**src/rtl/dlyspi_pkg.sv**
```systemverilog
package dlyspi_pkg;

    typedef enum logic [1:0] {
        MODE_OFF    = 2'b00,
        MODE_ANALOG = 2'b01,
        MODE_SPI    = 2'b10,
        MODE_I2C    = 2'b11
    } ctrl_mode_e;

    localparam int NUM_CH = 3;
    localparam int BYTE_W = 8;

endpackage

```
**src/rtl/dlyspi_sync.sv**
```systemverilog
module dlyspi_sync #(
    parameter int               WIDTH   = 1,
    parameter int               STAGES  = 2,
    parameter logic [WIDTH-1:0] RST_VAL = '0
) (
    input  logic             clk,
    input  logic             rst_n,
    input  logic [WIDTH-1:0] d,
    output logic [WIDTH-1:0] q
);
    logic [STAGES-1:0][WIDTH-1:0] chain_q;

    always_ff @(posedge clk or negedge rst_n) begin
        if (!rst_n) begin
            chain_q <= {STAGES{RST_VAL}};
        end else begin
            chain_q[0] <= d;
            for (int i = 1; i < STAGES; i++) begin
                chain_q[i] <= chain_q[i-1];
            end
        end
    end

    assign q = chain_q[STAGES-1];
endmodule

```
**src/rtl/dlyspi_mode_dec.sv**
```systemverilog
module dlyspi_mode_dec
    import dlyspi_pkg::*;
(
    input  logic       pwr_en,
    input  logic       analog_sel,
    input  logic       spi_sel,
    output ctrl_mode_e mode
);
    always_comb begin
        if (!pwr_en)         mode = MODE_OFF;
        else if (analog_sel) mode = MODE_ANALOG;
        else if (spi_sel)    mode = MODE_SPI;
        else                 mode = MODE_I2C;
    end
endmodule

```
**src/rtl/dlyspi_top.sv**
```systemverilog
module dlyspi_top
    import dlyspi_pkg::*;
#(
    parameter int CODE_W      = 6,
    parameter int SYNC_STAGES = 2
) (
    input  logic              clk,
    input  logic              rst_n,
    input  logic              pwr_en,
    input  logic              mode_analog,
    input  logic              bus_spi,
    input  logic              spi_sck,
    input  logic              spi_cs_n,
    input  logic              spi_sdi,
    output logic              spi_sdo,
    output logic              spi_sdo_oe,
    output logic [1:0]        ctrl_mode,
    output logic [CODE_W-1:0] dly_red,
    output logic [CODE_W-1:0] dly_grn,
    output logic [CODE_W-1:0] dly_blu
);
    localparam int FRAME_BITS = 2 * BYTE_W;
    localparam int CNT_W      = $clog2(FRAME_BITS + 1);
    localparam int BIT_W      = $clog2(BYTE_W);
    localparam int PIN_W      = 6;

    typedef struct packed {
        logic [CNT_W-1:0]               cnt;
        logic [BYTE_W-1:0]              shreg;
        logic                           rd;
        logic                           cmd_ok;
        logic [1:0]                     addr;
        logic [BYTE_W-1:0]              rdata;
        logic                           sdo;
        logic                           oe;
        logic [1:0]                     mode;
        logic                           sck_prev;
        logic [NUM_CH-1:0][CODE_W-1:0]  regs;
    } state_t;

    state_t st_d, st_q;

    // synchronized pins: {pwr, analog, spi, cs_n, sck, sdi}
    logic [PIN_W-1:0] pins_s;
    logic             pwr_s, analog_s, spisel_s, cs_s, sck_s, sdi_s;
    ctrl_mode_e       mode_nx;

    dlyspi_sync #(
        .WIDTH  (PIN_W),
        .STAGES (SYNC_STAGES),
        .RST_VAL(6'b000100)
    ) u_sync (
        .clk  (clk),
        .rst_n(rst_n),
        .d    ({pwr_en, mode_analog, bus_spi, spi_cs_n, spi_sck, spi_sdi}),
        .q    (pins_s)
    );

    assign {pwr_s, analog_s, spisel_s, cs_s, sck_s, sdi_s} = pins_s;

    dlyspi_mode_dec u_mode (
        .pwr_en    (pwr_s),
        .analog_sel(analog_s),
        .spi_sel   (spisel_s),
        .mode      (mode_nx)
    );

    logic             sck_rise, sck_fall, frame_on, wr_fire;
    logic [1:0]       cur_addr;
    logic [BYTE_W-1:0] cmd_byte;
    logic [BIT_W-1:0] bidx;

    function automatic logic [CODE_W-1:0] pick_reg(
        input logic [NUM_CH-1:0][CODE_W-1:0] r, input logic [1:0] a);
        logic [CODE_W-1:0] v;
        v = '0;
        for (int c = 0; c < NUM_CH; c++) begin
            if (a == 2'(c)) v = r[c];
        end
        return v;
    endfunction

    always_comb begin
        st_d     = st_q;
        sck_rise = sck_s & ~st_q.sck_prev;
        sck_fall = ~sck_s & st_q.sck_prev;
        frame_on = !cs_s && (st_q.mode == MODE_SPI);
        wr_fire  = 1'b0;
        cmd_byte = {st_q.shreg[BYTE_W-2:0], sdi_s};
        bidx     = BIT_W'(CNT_W'(FRAME_BITS - 1) - st_q.cnt);

        st_d.sck_prev = sck_s;
        st_d.mode     = mode_nx;

        if (!frame_on) begin
            st_d.cnt    = '0;
            st_d.sdo    = 1'b0;
            st_d.oe     = 1'b0;
            st_d.rd     = 1'b0;
            st_d.cmd_ok = 1'b0;
        end else begin
            st_d.oe = 1'b1;
            if (sck_rise && st_q.cnt != CNT_W'(FRAME_BITS)) begin
                st_d.shreg = cmd_byte;
                st_d.cnt   = st_q.cnt + 1'b1;
                if (st_q.cnt == CNT_W'(BYTE_W - 1)) begin
                    st_d.rd     = cmd_byte[BYTE_W-1];
                    st_d.addr   = cmd_byte[1:0];
                    st_d.cmd_ok = (cmd_byte[BYTE_W-2:2] == '0) && (cmd_byte[1:0] < 2'(NUM_CH));
                    st_d.rdata  = '0;
                    if (st_d.cmd_ok && cmd_byte[BYTE_W-1]) begin
                        st_d.rdata[CODE_W-1:0] = pick_reg(st_q.regs, cmd_byte[1:0]);
                    end
                end
                if (st_q.cnt == CNT_W'(FRAME_BITS - 1) && !st_q.rd && st_q.cmd_ok) begin
                    wr_fire = 1'b1;
                    for (int c = 0; c < NUM_CH; c++) begin
                        if (st_q.addr == 2'(c)) st_d.regs[c] = cmd_byte[CODE_W-1:0];
                    end
                end
            end
            if (sck_fall) begin
                if (st_q.cnt >= CNT_W'(BYTE_W) && st_q.cnt < CNT_W'(FRAME_BITS)
                    && st_q.rd && st_q.cmd_ok) begin
                    st_d.sdo = st_q.rdata[bidx];
                end else begin
                    st_d.sdo = 1'b0;
                end
            end
        end
    end

    always_ff @(posedge clk or negedge rst_n) begin
        if (!rst_n) begin
            st_q <= '0;
        end else begin
            st_q <= st_d;
        end
    end

    assign cur_addr   = st_q.addr;
    assign spi_sdo    = st_q.sdo;
    assign spi_sdo_oe = st_q.oe;
    assign ctrl_mode  = st_q.mode;
    assign dly_red    = st_q.regs[0];
    assign dly_grn    = st_q.regs[1];
    assign dly_blu    = st_q.regs[2];
endmodule

```
**config.mk**
```make
export PLATFORM = sky130hd
export DESIGN_NAME = dlyspi_top
export DESIGN_NICKNAME = d
export VERILOG_FILES = /design/src/rtl/dlyspi_pkg.sv /design/src/rtl/dlyspi_sync.sv /design/src/rtl/dlyspi_mode_dec.sv /design/src/rtl/dlyspi_top.sv
export SDC_FILE = /design/constraint.sdc
export NUM_CORES = 1
export LEC_CHECK = 0
export BUFFER_PORTS_ARGS = -buffer_cell sky130_fd_sc_hd__buf_2
export CORE_MARGIN = 1.5
export CORE_UTILIZATION = 57
export CTS_CLUSTER_SIZE = 25
export DETAILED_ROUTE_END_ITERATION = 10
export PLACE_DENSITY = 0.85
export SLEW_MARGIN = 15
export SYNTH_ARGS = -nofsm -noshare
export SYNTH_HDL_FRONTEND = slang
export SYNTH_HIERARCHICAL = 1
export SYNTH_SLANG_ARGS = --single-unit
```
**constraint.sdc**
```tcl
create_clock -name clk -period 3.2 [get_ports clk]
set_input_delay 0.16 -clock clk [delete_from_list [all_inputs] [get_ports clk]]
set_output_delay 0.16 -clock clk [all_outputs]
set_load 0.03 [all_outputs]
```
# [After elaboration in Yosys (flattened, before gate mapping)]
# Index checks and enable logic that the tools add are counted.
# W data, S select, Z words.
[op_classes] add_sub_neg=2 n_lt_le_gt_ge=4 n_eq_ne=11 muxes=16 bitwise=4 reduce_logical=20
[op_table] operator="$mux W25" n=1
[op_table] operator="$mux W6" n=4
[op_table] operator="$mux W12" n=1
[op_table] operator="$reduce_and A4 Y1" n=3
[op_table] operator="$logic_and A1 B1 Y1" n=9
[op_table] operator="$mux W2" n=4
[op_table] operator="$eq A2 B2 Y1 const B" n=3
[op_table] operator="$add A5 B1 Y5 const B" n=1
[op_table] operator="$eq A5 B3 Y1 const B" n=1
[op_table] operator="$eq A5 B4 Y1 const B" n=1
[op_table] operator="$ge A5 B4 Y1 const B" n=1
[op_table] operator="$logic_not A5 Y1" n=1
[op_table] operator="$lt A5 B5 Y1 const B" n=1
[op_table] operator="$mux W5" n=1
[op_table] operator="$ne A5 B5 Y1 const B" n=1
[op_table] operator="$eq A2 B1 Y1 const B" n=2
[op_table] operator="$logic_not A2 Y1" n=2
[op_table] operator="$lt A3 B4 Y1 const B" n=1
[op_table] operator="$mux W1" n=4
[op_table] operator="$ne A2 B1 Y1 const B" n=2
[op_table] operator="$reduce_and A2 Y1" n=2
[op_table] operator="$bmux W1 S3" n=1
[op_table] operator="$reduce_and A3 Y1" n=1
[op_table] operator="$sub A3 B3 Y3 const A" n=1
[op_table] operator="other kinds (5)" n=8
[totals] ff_bits=58

# [Longest topological paths before layout]
# Gate-level depths: netlist of run 1.
[logic_depth] ltp_word=8 depth_mapped=8

# [By module]
# Netlist of run 1, hierarchy kept.
[by_module_without_submodules] module="dlyspi_top" n_inst=1 cells_per_inst=182 area_each_um2=2185.8
[by_module_without_submodules] module="dlyspi_sync" n_inst=1 cells_per_inst=18 area_each_um2=347.8
[by_module_without_submodules] module="dlyspi_mode_dec" n_inst=1 cells_per_inst=3 area_each_um2=20.0

# [Worst setup path before layout of run 1]
# No wires, ideal clock.
[synth_path] path_type="register -> register" startpoint="register u_sync.chain_q, in the netlist u_sync/q[2]" endpoint="register st_q, in the netlist dly_blu[0]" arrival_ps=2175 required_ps=3075 slack_ps=900 stages_incl_launch_ff=8 cell_sequence="dfstp_2 -> buf_4 -> or3b_1 -> buf_2 -> or4_4 -> or3_1 -> buf_6 -> mux2_4"
[synth_between] elab_chain_len=3
[synth_rtl] element="start, declared" line="dlyspi_sync.sv:11" source="logic [STAGES-1:0][WIDTH-1:0] chain_q;"
[synth_rtl] element="start signal, assigned" line="dlyspi_sync.sv:15" source="chain_q <= {STAGES{RST_VAL}};"
[synth_rtl] element="start signal, assigned by index" line="dlyspi_sync.sv:19" source="chain_q[i] <= chain_q[i-1];"
[synth_rtl] element="$logic_not A1 Y1" line="dlyspi_top.sv:87" source="frame_on = !cs_s && (st_q.mode == MODE_SPI);"
[synth_rtl] element="$logic_and A1 B1 Y1" line="dlyspi_top.sv:87"
[synth_rtl] element="$reduce_and A4 Y1 (no line)"
[synth_rtl] element="end signal, assigned" line="dlyspi_top.sv:137" source="st_q <= st_d;"
[synth_rtl] element="end, declared" line="dlyspi_top.sv:41" source="state_t st_d, st_q;"
# No other way between the ends.
# A chain may end at the register's enable or synchronous reset.

# [Worst setup path in the final report of run 1]
[layout_path] startpoint="register st_q[43] (netlist name)" endpoint="register st_q, in the netlist dly_red[1]"
[layout_between] elab_chain_len=4 word_cells_on_any_way=6 cone_classes="eq/ne: 2; reduce/logical: 4"
[layout_rtl] element="$eq A5 B4 Y1" line="dlyspi_top.sv:115" source="if (st_q.cnt == CNT_W'(FRAME_BITS - 1) && !st_q.rd && st_q.cmd_ok) begin"
[layout_rtl] element="$logic_and A1 B1 Y1 (2 in a row)" line="dlyspi_top.sv:115"
[layout_rtl] element="$reduce_and A4 Y1 (no line) *"
# Mark *: on every way between the ends. The rest lies on a longest branch, timed or not.

==> results of run 1 <==
-- placed cells by master (no fill, tap or decap), drive strengths merged, types with 4 or more instances in the layout --
cell | netlist | routed
a22o | 5 | 5
nand4 | 4 | 4
mux2i | 8 | 8
dlygate4sd3 | 0 | 7
nor2 | 9 | 9
nand2 | 12 | 12
dfrtp | 55 | 55
clkbuf | 3 | 13
inv | 6 | 6
buf | 30 | 30
a21oi | 5 | 5
mux2 | 30 | 30
o21ai | 5 | 5
-- logic make-up after synthesis --
kind of cell,count (synthesis),synth area share
AOI/OAI and AO/OA,19,0.0480
muxes,38,0.172
DFF,57,0.560
adders and majority gates,3,0.0147
buffers and inverters,39,0.0995
and+or+nand+nor,44,0.0955
xor gates and xnor gates,3,0.0103
-- per-stage QoR --
step                power (uW)  utilization  cells
global route              1460        0.644    275
global placement           824        0.587    252
floorplan                  804            -    203
finish                    1400        0.644    275
detailed placement         827        0.587    252
CTS                       1420        0.644    275
-- cell type report --
class	instances	area share
clock buffer	13	0.0571
clock inverter	3	0.00539
inverter	6	0.00809
multi-input combinational	107	0.313
sequential	57	0.513
tap	52	0.0234
timing repair buffer	37	0.0800
-- registers in the layout (all words and copies together) (netlist names) --
signal          count
st_q               14
cmd_byte            7
dly_blu             6
dly_grn             6
dly_red             6
u_sync/chain_q      6
u_sync/q            6
ctrl_mode           2
cur_addr            2
spi_sdo             1
spi_sdo_oe          1
-- worst min path at each step --
stage | to | slack, ns | cells past startpoint
after floorplan | cmd_byte[1]$_DFFE_PN0P_ | -0.14 | 0
after global placement | u_sync/chain_q[2]$_DFF_PN1_ | 0.26 | 1
after detailed placement | u_sync/chain_q[4]$_DFF_PN0_ | 0.27 | 1
after CTS | u_sync/q[4]$_DFF_PN0_ | 0.35 | 0
after global routing | u_sync/q[1]$_DFF_PN0_ | 0.36 | 0
final | u_sync/q[0]$_DFF_PN0_ | 0.34 | 0
-- worst reg2reg max path: cells and delay by family, from the launching register on --
| family | cells | cell delay (ns) |
|---|---|---|
| fa+ha+maj | 2 | 0.37 |
| flops | 1 | 0.48 |
| mux | 1 | 0.41 |
| simple gates | 4 | 1.14 |
-- timing repair --
action,in CTS,in global routing
hold endpoints to repair,41,0
endpoints found under the setup margin,0,0
hold buffers,7,0
-- per-layer routing --
layer	vias to the layer above	global-route usage	wire length, um
met5	-	0	0
met4	0	0.113	102
met3	10	0.0620	164
met2	29	0.275	2000
met1	721	0.263	1970
li1	708	-	-
-- report_power, final --
part / internal, uW / switching (uW) / total (uW)
combinational: 25.8 / 34.6 / 60.4
sequential: 738 / 20.9 / 759
clock: 319 / 264 / 583
total: 1080 / 320 / 1400
==> results.cfg, run 1 <==
[outcome]
status = finished, final reports clean

[logic_synthesis]
synth_most_common_cell = dfrtp_1
yosysTopAreaCell = dfrtp_1
synthFlopType = dfrtp_1
synth_cells = 203
synth_edf_count = 0
synth_top_area_frac = 0.539
yosysUniqueCellTypes = 38
async_reset_ff_frac = 1.00
syn-num-nets = 214
ys_warn_count = 6
ys_top_cells_by_area = dfrtp_1 (54%), mux2_2 (11%), buf_4 (7.6%), mux2_4 (3.5%), mux2i_1 (3.1%)
ys_ff_latch = 57
yosys-top-cells-count = dfrtp_1 (55), buf_4 (26), mux2_2 (24)
ys_seq_area_frac = 0.560
netlist_area_um2 = 2550
syn_avg_cell_area_um2 = 12.6

[critical_path]
worst-path-max-fanout = 7
cp_cell_sequence = ha_1 > and3_1 > ha_1 > nand2_1 > or4_4 > nor3_2 > mux2_2
arrival_ns = 2.74
critical_path.startpoint = st_q[43]$_DFFE_PN0P_
reg2reg_setup_slack_ns = 0.67
end_kind = flop
r2r-start = st_q[43]$_DFFE_PN0P_
critPathKind = reg -> reg
worstPathRequired_ns = 3.41
cpMaxStageDelayCell = nor3_2
cp.depth = 7
crit_buf_inv = 0
crit_path_frequent_cell = ha_1
critical_path.startpoint_type = flop
slowest_delay_ns = 0.49
worstRegToRegCells = 7
path_delay_family = simple AND/OR/NAND/NOR gates
r2r-end = dly_red[1]$_DFFE_PN0P_
endpoint = dly_red[1]$_DFFE_PN0P_

[final_layout]
drive_gt1_frac = 0.354
seq_area_um2 = 1430
nFillCells = 329
fin_area_um2 = 2780
diodes = 0
area_growth_pct = 9.02
nets = 229
multi_input_area_um2 = 871

[sta]
worst_hold_slack_ns = 0.344
worst_pin_slew_ns = 0.804
rsz0062_at_grt = no
clock_skew_ns = 0.00679
final_hold_viol_count = 0
tns_ns = 0
fmax_ghz = 0.396
setup_ws_ns = 0.673
relSlewSlack = 0.464
maxSlewViolCount = 0
finalSetupViolCount = 0
fin_crit_ns = 2.53
fin_crit_sh = 0.790

[drt]
drt_wl_total_um = 4240
ant_nets = 0
drc = 0
dr.pass1.iters = 4
drt_iter0_drc = 66
vias = 1468
routedWlPerCell_um = 15.4
vias_per_cell = 5.34

[cts]
cts_resized = 0
cts_setup_buffers = 0
cts_sinks = 57
ctsRootBufferMaster = clkbuf_8
cts_buffers = 9
cts_tree = built
clk_latency_ns = 0.33
htreeDepth = 3
cts_buffer_depth = 2
path_clk_slew_ns = 0.06

[die]
fp.coreArea_um2 = 4320
die_y_um = 69.9
die_area_um2 = 4890
initial_core_util = 0.591
die_x_um = 69.9
rows = 24
io_pins = 30

[power]
ir_drop_mv = 0.447
power.density_nw_per_um2 = 504
p_leak_uw = 0.00140

[global_route]
grtUsageTotal = 0.194
grt_max_degree = 39
grt_pass1_vias = 1508
grt.overflow.total = 0
grt_pass1_wl_um = 7210
antenna_found_initial = 0

[job]
cap_violations = 0

[placement]
io_buffers = 29
place_ws_ns = 0.729
hpwl_um = 2890
placed_area_um2 = 2540
place_congestion = 0.863

[min_path]
hp-class = reg -> reg
min_from = u_sync/chain_q[0]$_DFF_PN0_
Note: power is estimated with default switching activity, not from simulation.
==> run 2, diff against run 1 <==
- clock period: 3.2 -> 2.6 ns (I/O delays scaled with it)
==> run 2 against run 1 <==
Effect of this change: clock skew grew 0.0018 ns; first-iteration DRC count increased by 36%; total power is 34% higher; global-route usage grew 0.68 points; worst setup slack got worse by 0.57 ns; cell count grew 1.5%.
==> results.cfg, run 2 (synthesis gave the netlist of run 1 again) <==
[sta]
fin_crit_ns = 2.50
setup_ws_ns = 0.102
final_hold_viol_count = 0
worst_pin_slew_ns = 0.572
fmax_ghz = 0.400
finalSetupViolCount = 0
fin_crit_sh = 0.961
maxSlewViolCount = 0
rsz0062_at_grt = no
relSlewSlack = 0.618
tns_ns = 0
clock_skew_ns = 0.00862

[drt]
drt_wl_total_um = 4420
dr.pass1.iters = 4
ant_nets = 0
routedWlPerCell_um = 15.8
vias_per_cell = 5.30
vias = 1479
drt_iter0_drc = 90
drc = 0

[placement]
hpwl_um = 2930
placed_cells = 256
place_congestion = 0.786
io_buffers = 29
place_ws_ns = 0.170

[final_layout]
final_core_util = 0.658
final_cells = 279
nets = 233
multi_input_area_um2 = 871
largest_reg_flops = 14
drive_gt1_frac = 0.357
layout_commonest_cell = dfrtp_1
nFillCells = 332
top_register = st_q
final_cell_mix = dfrtp_1 (55), buf_2 (29), mux2_2 (24)
seq_area_um2 = 1430
area_growth_pct = 11.4
diodes = 0

[global_route]
grt.overflow.total = 0
grt_pass1_wl_um = 7360
grtUsageTotal = 0.201
antenna_found_initial = 0
grt_max_degree = 37
grt_pass1_vias = 1516

[die]
io_pins = 30
initial_core_util = 0.591
fp.coreArea_um2 = 4320
die_area_um2 = 4890
rows = 24
die_x_um = 69.9
die_y_um = 69.9

[cts]
htreeDepth = 3
cts_buffers = 9
cts_resized = 0
cts_tree = built
cts_sinks = 57
clk_latency_ns = 0.33
path_clk_slew_ns = 0.06
ctsRootBufferMaster = clkbuf_8
cts_buffer_depth = 2

[critical_path]
slowest_delay_ns = 0.52
r2r-start = st_q[44]$_DFFE_PN0P_
worstPathRequired_ns = 2.81
arrival_ns = 2.71
worst-path-max-fanout = 7
reg2reg_setup_slack_ns = 0.10
critical_path.startpoint = st_q[44]$_DFFE_PN0P_
worstRegToRegCells = 7
critPathKind = reg -> reg
crit_path_frequent_cell = ha_1
r2r-end = dly_blu[0]$_DFFE_PN0P_
path_delay_family = simple AND/OR/NAND/NOR gates
cp.depth = 7
cp_cell_sequence = ha_1 > and3_1 > ha_1 > nand2_1 > or4_4 > or3_1 > mux2_4
critical_path.startpoint_type = flop
crit_buf_inv = 0
end_kind = flop
cpMaxStageDelayCell = or3_1

[min_path]
hp-class = in -> async

[outcome]
status = finished, final reports clean

[power]
intPower_uw = 1480
swShare = 0.211
ir_drop_mv = 0.469
clockPowerShare = 0.462
combPwrFrac = 0.040
p_switching_uw = 397
power.density_nw_per_um2 = 660
seqPwrFrac = 0.498
p_leak_uw = 0.00143

[job]
cap_violations = 0
==> run 2: cell count changes in the layout (fill, tap and decap cells not counted) <==
cell	previous run	this run
buf_4	1	5
bufinv_16	0	2
clkbuf_1	2	4
clkbuf_8	11	9
clkinv_2	3	1
==> run 2: area by class of cell <==
class	count	area share
clock buffer	13	0.0488
multi-input combinational	107	0.306
inverter	6	0.00792
clock inverter	3	0.0229
timing repair buffer	41	0.0889
sequential	57	0.502
tap	52	0.0229
==> run 2: worst reg2reg max path, cell delays in order, from the launching register on <==
cell and delay [ns]:
dfrtp_1 0.45, ha_1 0.23, and3_1 0.18, ha_1 0.15
nand2_1 0.06, or4_4 0.42, or3_1 0.52, mux2_4 0.37
==> run 2: layer usage <==
metal,vias up,track usage,part of all wire
met5,-,0,0
met4,0,0.120,0.023
met3,8,0.0447,0.022
met2,20,0.311,0.50
met1,740,0.259,0.45
li1,711,-,-
==> run 2: per-stage QoR <==
step | instance area (um2) | hold slack, ns | power, uW
3_3_place_gp | 2570 | 0.0972 | 1020
4_1_cts | 2840 | 0.292 | 1890
5_1_grt | 2840 | 0.319 | 1950
2_1_floorplan | 2550 | -0.166 | 989
3_5_place_dp | 2570 | 0.112 | 1020
6_report | 2840 | 0.291 | 1880
==> run 2: how the worst max path moves through the flow <==
stage,end,slack [ns]
CTS,dly_blu[0]$_DFFE_PN0P_,0.11
global route,dly_blu[0]$_DFFE_PN0P_,0.02
detailed placement,dly_blu[0]$_DFFE_PN0P_,0.17
floorplan,dly_blu[0]$_DFFE_PN0P_,0.30
finish,dly_blu[0]$_DFFE_PN0P_,0.10
global placement,dly_blu[5]$_DFFE_PN0P_,0.23
==> run 2: timing repair <==
item                                   in CTS  in global routing
setup buffers                               0                  0
hold buffers                                7                  0
endpoints found under the hold margin      25                  0
==> run 2: power by group through the flow <==
stage | Combinational, uW | Clock, uW | Sequential (uW)
3_5_place_dp | 69.0 | 0 | 950
6_report | 75.7 | 867 | 935
3_3_place_gp | 66.4 | 0 | 949
4_1_cts | 77.2 | 883 | 934
5_1_grt | 84.1 | 925 | 938
2_1_floorplan | 53.8 | 0 | 936
